[src/rtl/pipe3_pkg.sv]
package pipe3_pkg;

   // Largest delay-slot count the pipeline depth can honour.
   localparam int unsigned MAX_SLOTS = 2;

   // How the program counter moves on the next clock.
   typedef enum logic [1:0] {
      PC_ADV_STEP     = 2'd0,
      PC_ADV_HOLD     = 2'd1,
      PC_ADV_REDIRECT = 2'd2
   } pc_adv_e;

   // Pick the program counter action from the pipeline control terms.
   function automatic pc_adv_e pc_action(input logic hold, input logic jump);
      if (hold)      return PC_ADV_HOLD;
      else if (jump) return PC_ADV_REDIRECT;
      else           return PC_ADV_STEP;
   endfunction

endpackage

[src/rtl/pipe3_pc_gen.sv]
module pipe3_pc_gen
   import pipe3_pkg::*;
#(
   parameter int unsigned ADDR_W  = 32,
   parameter int unsigned PC_STEP = 4
) (
   input  logic              clk,
   input  logic              rst,
   input  pc_adv_e           action,
   input  logic [ADDR_W-1:0] target,
   output logic [ADDR_W-1:0] pc
);

   localparam logic [ADDR_W-1:0] STEP = ADDR_W'(PC_STEP);

   always_ff @(posedge clk) begin
      if (rst) begin
         pc <= '0;
      end else begin
         unique case (action)
            PC_ADV_HOLD:     pc <= pc;
            PC_ADV_REDIRECT: pc <= target;
            default:         pc <= pc + STEP;
         endcase
      end
   end

endmodule

[src/rtl/pipe3_stage_reg.sv]
module pipe3_stage_reg #(
   parameter int unsigned DATA_W = 32,
   parameter int unsigned ADDR_W = 32
) (
   input  logic              clk,
   input  logic              rst,
   input  logic              hold,
   input  logic              in_valid,
   input  logic [DATA_W-1:0] in_data,
   input  logic [ADDR_W-1:0] in_pc,
   output logic              out_valid,
   output logic [DATA_W-1:0] out_data,
   output logic [ADDR_W-1:0] out_pc
);

   always_ff @(posedge clk) begin
      if (rst) begin
         out_valid <= 1'b0;
         out_data  <= '0;
         out_pc    <= '0;
      end else if (!hold) begin
         out_valid <= in_valid;
         out_data  <= in_data;
         out_pc    <= in_pc;
      end
   end

endmodule

[src/rtl/pipe3_ex_timer.sv]
module pipe3_ex_timer #(
   parameter int unsigned CNT_W = 4
) (
   input  logic             clk,
   input  logic             rst,
   input  logic             active,
   input  logic [CNT_W-1:0] cycles,
   output logic             last
);

   localparam logic [CNT_W-1:0] ONE = CNT_W'(1);

   logic [CNT_W-1:0] spent;

   // A count of zero or one finishes in the first execute cycle.
   always_comb begin
      last = (cycles <= ONE) || (spent == cycles - ONE);
   end

   always_ff @(posedge clk) begin
      if (rst || !active || last) spent <= '0;
      else                        spent <= spent + ONE;
   end

endmodule

[src/rtl/pipe3_flow_ctrl.sv]
module pipe3_flow_ctrl
   import pipe3_pkg::*;
#(
   parameter int unsigned ADDR_W      = 32,
   parameter int unsigned INSTR_W     = 32,
   parameter int unsigned CNT_W       = 4,
   parameter int unsigned PC_STEP     = 4,
   parameter int unsigned DELAY_SLOTS = 0
) (
   input  logic               clk,
   input  logic               rst,
   output logic [ADDR_W-1:0]  fetch_pc,
   input  logic [INSTR_W-1:0] imem_rdata,
   input  logic [CNT_W-1:0]   ex_cycles,
   input  logic               br_taken,
   input  logic [ADDR_W-1:0]  br_target,
   output logic               de_valid,
   output logic [INSTR_W-1:0] de_instr,
   output logic [ADDR_W-1:0]  de_pc,
   output logic               ex_valid,
   output logic [INSTR_W-1:0] ex_instr,
   output logic [ADDR_W-1:0]  ex_pc,
   output logic               stall_front,
   output logic               redirect,
   output logic               retire
);

   // Elaboration-time parameter checks.
   if (DELAY_SLOTS > MAX_SLOTS) begin : g_bad_slots
      $error("DELAY_SLOTS exceeds the number of younger stages");
   end
   if (PC_STEP == 0) begin : g_bad_step
      $error("PC_STEP must be non-zero");
   end
   if (CNT_W < 1 || ADDR_W < 2 || INSTR_W < 1) begin : g_bad_width
      $error("widths too small");
   end

   logic    ex_last;
   logic    kill_into_de;
   logic    kill_into_ex;
   pc_adv_e pc_act;

   always_comb begin
      stall_front = ex_valid && !ex_last;
      retire      = ex_valid && ex_last;
      redirect    = retire && br_taken;
      pc_act      = pc_action(stall_front, redirect);
   end

   // Which younger instructions a taken branch throws away.
   if (DELAY_SLOTS == 0) begin : g_slots0
      assign kill_into_ex = redirect;
      assign kill_into_de = redirect;
   end else if (DELAY_SLOTS == 1) begin : g_slots1
      assign kill_into_ex = 1'b0;
      assign kill_into_de = redirect;
   end else begin : g_slots2
      assign kill_into_ex = 1'b0;
      assign kill_into_de = 1'b0;
   end

   pipe3_pc_gen #(
      .ADDR_W  (ADDR_W),
      .PC_STEP (PC_STEP)
   ) u_pc (
      .clk    (clk),
      .rst    (rst),
      .action (pc_act),
      .target (br_target),
      .pc     (fetch_pc)
   );

   pipe3_stage_reg #(
      .DATA_W (INSTR_W),
      .ADDR_W (ADDR_W)
   ) u_de (
      .clk       (clk),
      .rst       (rst),
      .hold      (stall_front),
      .in_valid  (!kill_into_de),
      .in_data   (imem_rdata),
      .in_pc     (fetch_pc),
      .out_valid (de_valid),
      .out_data  (de_instr),
      .out_pc    (de_pc)
   );

   pipe3_stage_reg #(
      .DATA_W (INSTR_W),
      .ADDR_W (ADDR_W)
   ) u_ex (
      .clk       (clk),
      .rst       (rst),
      .hold      (stall_front),
      .in_valid  (de_valid && !kill_into_ex),
      .in_data   (de_instr),
      .in_pc     (de_pc),
      .out_valid (ex_valid),
      .out_data  (ex_instr),
      .out_pc    (ex_pc)
   );

   pipe3_ex_timer #(
      .CNT_W (CNT_W)
   ) u_timer (
      .clk    (clk),
      .rst    (rst),
      .active (ex_valid),
      .cycles (ex_cycles),
      .last   (ex_last)
   );

endmodule

[config.mk]
export PLATFORM = sky130hd
export DESIGN_NAME = pipe3_flow_ctrl
export DESIGN_NICKNAME = d
export VERILOG_FILES = /design/src/rtl/pipe3_pkg.sv /design/src/rtl/pipe3_pc_gen.sv /design/src/rtl/pipe3_stage_reg.sv /design/src/rtl/pipe3_ex_timer.sv /design/src/rtl/pipe3_flow_ctrl.sv
export SDC_FILE = /design/constraint.sdc
export NUM_CORES = 1
export LEC_CHECK = 0
export BUFFER_PORTS_ARGS = -buffer_cell sky130_fd_sc_hd__buf_2
export CAP_MARGIN = 10
export CORE_UTILIZATION = 50
export CTS_CLUSTER_DIAMETER = 50
export CTS_CLUSTER_SIZE = 40
export DETAILED_ROUTE_END_ITERATION = 16
export PLACE_DENSITY = 0.9
export SLEW_MARGIN = 30
export SYNTH_ARGS = -nofsm -noshare
export SYNTH_HDL_FRONTEND = slang
export SYNTH_SLANG_ARGS = --single-unit
[constraint.sdc]
create_clock -name clk -period 3 [get_ports clk]
set_input_delay 0.15 -clock clk [delete_from_list [all_inputs] [get_ports clk]]
set_output_delay 0.15 -clock clk [all_outputs]
set_load 0.05 [all_outputs]
Yosys cells after proc, flatten, opt, wreduce, memory -nomap -nowiden:

Cells that the tools add are included.

* register bits: 166
* output and inout bits: 165
* bits of input ports: 71

* reduce and logical (&&, ||, !) cells: 10
* equality and inequality tests: 3
* add/subtract/negate cells: 3
* mux-type cells: 3
* order comparisons: 1

Operators by type and width (number)
* 32-bit one-hot mux with 2 select lines: 1
* 32-bit by 3-bit adder with 32-bit output (second input constant): 1
* 4-bit by 1-bit adder with 4-bit output (second input constant): 1
* 4-bit == test: 1
* 4-bit by 1-bit <= comparator with 1-bit output (second input constant): 1
* 1-bit logical AND: 4
* 2-bit 2-to-1 mux: 2
* 4-bit by 1-bit subtractor with 4-bit output (second input constant): 1
* 1-bit logical NOT: 3
* 1-bit logical OR: 3
* 2-bit by 1-bit == test with 1-bit output (second input constant): 1
* 2-bit == test (second input constant): 1

Longest topological paths before layout:

Gate-level depths: netlist (run 1).

* word-level depth: 9
* mapped depth: 11

Modules after synthesis:

A second synthesis (run 1) with hierarchy kept.

* cells, all modules: 715
* area total of the unflattened synthesis: 7063.0 um^2

By module, submodules not included
* pipe3_stage_reg: instances 2, area each 2342.2 um^2, cells an instance 209, seq. area each 1301.2 um^2
* pipe3_pc_gen: instances 1, area each 2043.2 um^2, cells an instance 262, seq. area each 640.6 um^2
* pipe3_ex_timer: instances 1, area each 292.8 um^2, cells an instance 29, seq. area each 80.1 um^2
* pipe3_flow_ctrl: instances 1, area each 42.5 um^2, cells an instance 6, seq. area each 0.0 um^2

Worst setup path before layout (run 1):

No wires, ideal clock.

* kind: flip-flop to flip-flop
* start: register u_pc.pc[2]
* end: register u_pc.pc[30]
* setup slack: 508 ps
* path buffers: 0
* stages on the path, launching flop included: 8
* data required time: 2926 ps
* data arrival time: 2418 ps
* path through: dfxtp_1 -> ha_1 -> nand3_1 -> or3_1 -> nor2_1 -> nand2_1 -> or4_1 -> a31oi_1

* longest elaborated chain between the ends: 2

Ends and longest elaborated chain
* start, declared: line pipe3_pc_gen.sv:11 `output logic [ADDR_W-1:0] pc`
* start signal, assigned: line pipe3_pc_gen.sv:21 `PC_ADV_HOLD: pc <= pc;`
* start signal, assigned: line pipe3_pc_gen.sv:22 `PC_ADV_REDIRECT: pc <= target;`
* start signal, assigned: line pipe3_pc_gen.sv:23 `default: pc <= pc + STEP;`
* 32-bit by 3-bit adder with 32-bit output: line pipe3_pc_gen.sv:23
* 32-bit one-hot mux with 2 select lines: line pipe3_pc_gen.sv:20 `unique case (action)`

No other way between the ends.
A chain may end at the register's enable or synchronous reset.

Worst setup path after layout (run 1):

* start: register u_timer.spent[2]
* end: output port redirect

* longest elaborated chain between the ends: 4

Ends and longest elaborated chain
* start, declared: line pipe3_ex_timer.sv:13 `logic [CNT_W-1:0] spent;`
* start signal, assigned: line pipe3_ex_timer.sv:22 `else spent <= spent + ONE;`
* 4-bit == test: line pipe3_ex_timer.sv:17 `last = (cycles <= ONE) || (spent == cycles - ONE);`
* 1-bit logical OR: line pipe3_ex_timer.sv:17
* 1-bit logical AND: line pipe3_flow_ctrl.sv:46 `retire = ex_valid && ex_last;`
* 1-bit logical AND: line pipe3_flow_ctrl.sv:47 `redirect = retire && br_taken;`
* end, declared: line pipe3_flow_ctrl.sv:24 `output logic redirect,`

No other way between the ends.

==> impl_metrics.json, run 1 <==
{
  "clkLatencyLatePin_ns": 0.42,
  "critPathBufInv": 3,
  "slowest_delay_ns": 0.44,
  "drt_iter0_markers": 597,
  "fillers": 959,
  "via_per_inst": 5.421,
  "routed_wl_um": 19500,
  "drt_drc_violations_left": 0,
  "seq_area_frac_synth_pct": 50.04,
  "status": "completed",
  "hp-start": "br_target[30]",
  "areaGrowthSynthToFinish_pct": 34.04,
  "drv_slew": 0,
  "io_pins": 236,
  "fin_area_sq_um": 8902,
  "coreArea_sq_um": 12770,
  "dp.cells": 1212,
  "crit_chain": "xnor3_1 > and3_1 > a21oi_2 > or2_2 > inv_2 > buf_4 > buf_2",
  "clkTransAtPathRegs_ns": 0.07,
  "synth_nets": 932,
  "cts_tree": "done",
  "io_buffers": 235,
  "relSlewSlack_pct": 45.49,
  "grt_pass1_vias": 6093,
  "cts_buffer_depth": 2,
  "met2_usage_pct": 45.80,
  "routedWlPerCell_um": 15.16,
  "place_congestion": 0.8357,
  "fin_skew_ns": 0.008598,
  "arrival_ns": 2.54,
  "worstReg2RegStart": "u_pc.pc[2]",
  "synth_area_leaders": "dfxtp_1, nand2_1, a21oi_1",
  "crit_type": "reg -> out",
  "rows": 41,
  "clock_sinks": 166,
  "die_w_um": 117.3,
  "fin_crit_sh_pct": 89.75,
  "drive_gt1_share_pct": 25.52,
  "dr_total_vias": 6971,
  "dp_hpwl_um": 12160,
  "tightest_slew_ns": 0.8176,
  "ys_seq_elements": 166,
  "cts_resized": 0,
  "end_kind": "output pin",
  "hold-worst-slack_ns": 0.02026,
  "met3_usage_pct": 9.887,
  "rsz0062_at_grt": "no",
  "synthCells": 857,
  "leakage_nw": 3.799,
  "die_h_um": 117.3,
  "synth_warnings": 0,
  "grt_remaining_overflow": 0,
  "crit_slowest_cell": "dfxtp_1",
  "final_cell_mix": "nand2_1, buf_2, a21oi_1, dfxtp_1, dlygate4sd3_1",
  "layout_commonest_cell": "nand2_1",
  "grt_max_degree": 88,
  "cts_made_buffers": 17,
  "grt_pass1_wl_um": 29640,
  "synth-main-ff-cell": "dfxtp_1",
  "cts_root_buffer": "clkbuf_16",
  "finalSetupTns_ns": 0,
  "start_util_pct": 51.99,
  "min_path_type": "in -> reg",
  "ys_types": 46,
  "power.total_w": 0.005370,
  "period_minus_slack_ns": 2.692,
  "fmax_mhz": 371.4,
  "r2r_setup_slack_ns": 0.52,
  "cp_top_family": "buffers and inverters",
  "nets": 1177,
  "postRouteAntennaNets": 0,
  "hold_end": "u_pc.pc[30]",
  "crit_required_ns": 2.85,
  "timing.rr.end": "u_pc.pc[30]",
  "synth_edf_count": 0,
  "layout.cells.non_filler": 1286,
  "cp-start-kind": "register",
  "hold_viol_final": 0,
  "drtPass1Iterations": 5,
  "synth_top_area_cell": "dfxtp_1",
  "maxCapViolations": 0,
  "placed_area_sq_um": 7886,
  "peakVddDrop_v": 0.0003446,
  "min_delay_path_depth": 3,
  "r2r_cells": 7,
  "syn-cell-area_sq_um": 6641,
  "setup_violations": 0,
  "grt_usage_pct": 27.91,
  "power.density_nw_per_um2": 603.2,
  "gr-usage-met1_pct": 32.64,
  "die_area_sq_um": 13750,
  "antenna_found_initial": 1,
  "worst-path-max-fanout": 29,
  "htree_num_levels": 4,
  "async_flop_share_pct": 0,
  "busiest_layer": "met2",
  "avgSynthCellArea_sq_um": 7.750,
  "yosysTopAreaCellShare_pct": 50.04
}
-- cell usage after synthesis (5+ instances only) --
| master | count |
|---|---|
| nand2_1 | 286 |
| a21oi_1 | 168 |
| dfxtp_1 | 166 |
| clkbuf_1 | 42 |
| inv_1 | 20 |
| buf_2 | 15 |
| nor3_1 | 15 |
| o32ai_1 | 15 |
| o21ai_0 | 14 |
| nor2_1 | 13 |
| nand3_1 | 11 |
| o31a_1 | 8 |
| nand4_1 | 6 |
| a31oi_1 | 5 |
| buf_1 | 5 |
| nor4_1 | 5 |
| o21ai_1 | 5 |
| xnor2_1 | 5 |
-- report_power, final --
| part | total (W) | switching [W] | internal [W] | leakage, nW |
|---|---|---|---|---|
| Combinational | 0.000849 | 0.000623 | 0.000226 | 2.16 |
| Clock | 0.00216 | 0.000856 | 0.00130 | 0.284 |
| Sequential | 0.00236 | 0.0000718 | 0.00229 | 1.35 |
-- metrics by stage --
stage          setup WS (ns)  util, %
5_1_grt               0.1889    69.69
4_1_cts               0.3112    69.60
6_report              0.3075    69.69
3_5_place_dp          0.5819    61.74
2_1_floorplan         0.5079        -
3_3_place_gp          0.6591    61.74
-- worst min-delay path: cells and delay by family --
kind / cells / cell delay, ns
compound gates: 1 / 0.07
simple gates: 1 / 0.06
buf+inv: 1 / 0.11
-- routing by layer --
metal / vias up / routed length (um)
li1: 3385 / -
met1: 3213 / 7899
met5: - / 0
met2: 326 / 9375
met4: 0 / 566
met3: 47 / 1661
-- state kept, by name, summed over array words and instances, names as in the netlist --
| name | flops |
|---|---|
| u_de.out_data | 32 |
| u_de.out_pc | 32 |
| u_ex.out_data | 32 |
| u_ex.out_pc | 32 |
| u_pc.pc | 32 |
| u_timer.spent | 4 |
| u_de.out_valid | 1 |
| u_ex.out_valid | 1 |
-- how the worst max path moves through the flow --
stage | startpoint | end | slack (ns) | cells past startpoint
after global placement | ex_cycles[0] | u_pc.pc[27] | 0.66 | 12
final | u_timer.spent[2] | redirect | 0.31 | 7
after global routing | u_timer.spent[2] | redirect | 0.19 | 7
after floorplan | u_pc.pc[2] | u_pc.pc[30] | 0.51 | 7
after CTS | u_timer.spent[2] | redirect | 0.31 | 7
after detailed placement | ex_cycles[0] | u_pc.pc[27] | 0.58 | 12
-- layout make-up --
type	instances	area, sq um	area share (%)
antenna	1	2.502	0.02811
clock buffer	22	484.2	5.439
clock inverter	8	98.84	1.110
inverter	22	85.08	0.9557
multi-input combinational	606	2977	33.44
sequential	166	3323	37.33
tap	172	215.2	2.417
timing repair buffer	289	1717	19.28
-- kinds of logic (layout without fill, tap and decap cells) --
logic type	Yosys count	in the layout	synth area share (%)
AND/OR/NAND/NOR	365	365	23.27
AO/OA/AOI/OAI	227	227	19.27
flip-flops	166	166	50.04
buffers and inverters	85	341	5.143
XOR/XNOR	10	10	1.526
adder cells (fa/ha/maj)	4	4	0.7536
other	0	1	0
-- repair_timing --
item | 4_1_cts | 5_1_grt
hold endpoints to repair | 42 | 1
buffers inserted | 0 | 0
hold buffers | 42 | 1
Note: power is estimated with default switching activity, not from simulation.
==> inputs of run 2 (changes only) <==
--- a/config.mk
+++ b/config.mk
@@ -11,6 +11,7 @@
 export CTS_CLUSTER_DIAMETER = 50
 export CTS_CLUSTER_SIZE = 40
 export DETAILED_ROUTE_END_ITERATION = 16
+export MAX_ROUTING_LAYER = met4
 export PLACE_DENSITY = 0.9
 export SLEW_MARGIN = 30
 export SYNTH_ARGS = -nofsm -noshare
==> run 2 against run 1 <==
Critical endpoint unchanged. Clock power barely moved. Sequential share of layout area about the same. Sequential power hardly changed.
==> impl_metrics.json, run 2 (same netlist as run 1, synthesis figures left out) <==
{
  "status": "completed",
  "drive_gt1_share_pct": 25.54,
  "power.total_w": 0.005366,
  "cts_made_buffers": 17,
  "clock_sinks": 166,
  "cts_buffer_depth": 2,
  "crit_required_ns": 2.85,
  "die_h_um": 117.3,
  "arrival_ns": 2.53,
  "power.density_nw_per_um2": 603.5,
  "fmax_mhz": 373.5,
  "cts_root_buffer": "clkbuf_16",
  "crit_chain": "xnor3_1 > and3_1 > a21oi_2 > or2_2 > inv_2 > buf_4 > buf_2",
  "drt_drc_violations_left": 0,
  "die_w_um": 117.3,
  "leakage_nw": 3.795,
  "slowest_delay_ns": 0.43,
  "tightest_slew_ns": 0.8086,
  "io_buffers": 235,
  "die_area_sq_um": 13750,
  "crit_slowest_cell": "dfxtp_1",
  "grt_pass1_vias": 6083,
  "clkLatencyLatePin_ns": 0.42,
  "io_pins": 236,
  "final_cell_mix": "nand2_1, buf_2, a21oi_1, dfxtp_1, dlygate4sd3_1",
  "coreArea_sq_um": 12770,
  "rsz0062_at_grt": "no",
  "routedWlPerCell_um": 15.17,
  "postRouteAntennaNets": 0,
  "fillers": 960,
  "dp_hpwl_um": 12160,
  "layout_commonest_cell": "nand2_1",
  "end_kind": "output pin",
  "routed_wl_um": 19490,
  "worst-path-max-fanout": 29,
  "grt_remaining_overflow": 0,
  "dr_total_vias": 7032,
  "grt_max_degree": 88,
  "via_per_inst": 5.472,
  "drv_slew": 0,
  "fin_util_pct": 69.62,
  "min_path_type": "in -> reg",
  "drtPass1Iterations": 5,
  "cp-start-kind": "register",
  "hold_viol_final": 0,
  "setup_violations": 0,
  "fin_skew_ns": 0.006404,
  "htree_num_levels": 4,
  "place_congestion": 0.8486,
  "grt_usage_pct": 28.68,
  "crit_type": "reg -> out",
  "grt_pass1_wl_um": 29590,
  "nets": 1176,
  "period_minus_slack_ns": 2.678,
  "start_util_pct": 51.99,
  "drt_iter0_markers": 652,
  "maxCapViolations": 0,
  "hold-worst-slack_ns": 0.01681,
  "cts_tree": "done",
  "areaGrowthSynthToFinish_pct": 33.89,
  "post_cts_buffers": 0,
  "rows": 41,
  "antenna_found_initial": 1,
  "relSlewSlack_pct": 46.09,
  "finalSetupTns_ns": 0,
  "fin_crit_sh_pct": 89.26,
  "peakVddDrop_v": 0.0003456,
  "regArea_sq_um": 3323,
  "clkTransAtPathRegs_ns": 0.06,
  "multi_input_area_sq_um": 2977
}
-- run 2: cell types whose count changed in the layout (fill, tap and decap cells not counted) --
cell and delta:
dlygate4sd3_1 -1
-- run 2: worst paths after layout --
| check | from | to | slack (ns) | cells after the start |
|---|---|---|---|---|
| max | u_timer.spent[2] | redirect | 0.32 | 7 |
| min | br_target[6] | u_pc.pc[6] | 0.02 | 3 |
| max reg2reg | u_pc.pc[2] | u_pc.pc[30] | 0.53 | 7 |
| min reg2reg | u_ex.out_pc[6] | u_ex.out_pc[6] | 0.45 | 2 |
-- run 2: power by group --
part	total, W	internal [W]	switching (W)
Sequential	0.00236	0.00229	0.0000717
Clock	0.00215	0.00130	0.000853
Combinational	0.000849	0.000225	0.000624
-- run 2: repair_timing --
action,CTS,global route
hold buffers,42,0
endpoints found under the hold margin,42,0
gates resized for setup,0,0
setup endpoints to repair,0,0
-- run 2: layout make-up --
class	instances	area share, %
timing repair buffer	288	19.19
tap	172	2.420
clock inverter	8	1.112
antenna	1	0.02814
clock buffer	22	5.445
inverter	22	0.9568
sequential	166	37.37
multi-input combinational	606	33.47
-- run 2: worst max-delay path, delay by kind of cell, from the launching register on --
kind,cells,cell delay [ns]
buffers and inverters,3,0.83
AND/OR/NAND/NOR,2,0.50
flip-flops,1,0.43
XOR/XNOR,1,0.23
AO/OA/AOI/OAI,1,0.08
-- run 2: through the flow --
step                      instance area (sq um)  worst slack, ns  std cells
final                                      8892           0.3223       1285
after global routing                       8892           0.1939       1285
after CTS                                  8890           0.3112       1284
after detailed placement                   7886           0.5819       1212
after global placement                     7886           0.6591       1212
after floorplan                            6641           0.5079        857
-- run 2: routing by layer --
layer	GRT usage (%)	part of all wire (%)	up-vias
met4	14.60	2.9	0
met5	-	0	-
met2	46.04	48	326
met3	8.033	8.4	49
li1	-	-	3382
met1	32.71	40	3275
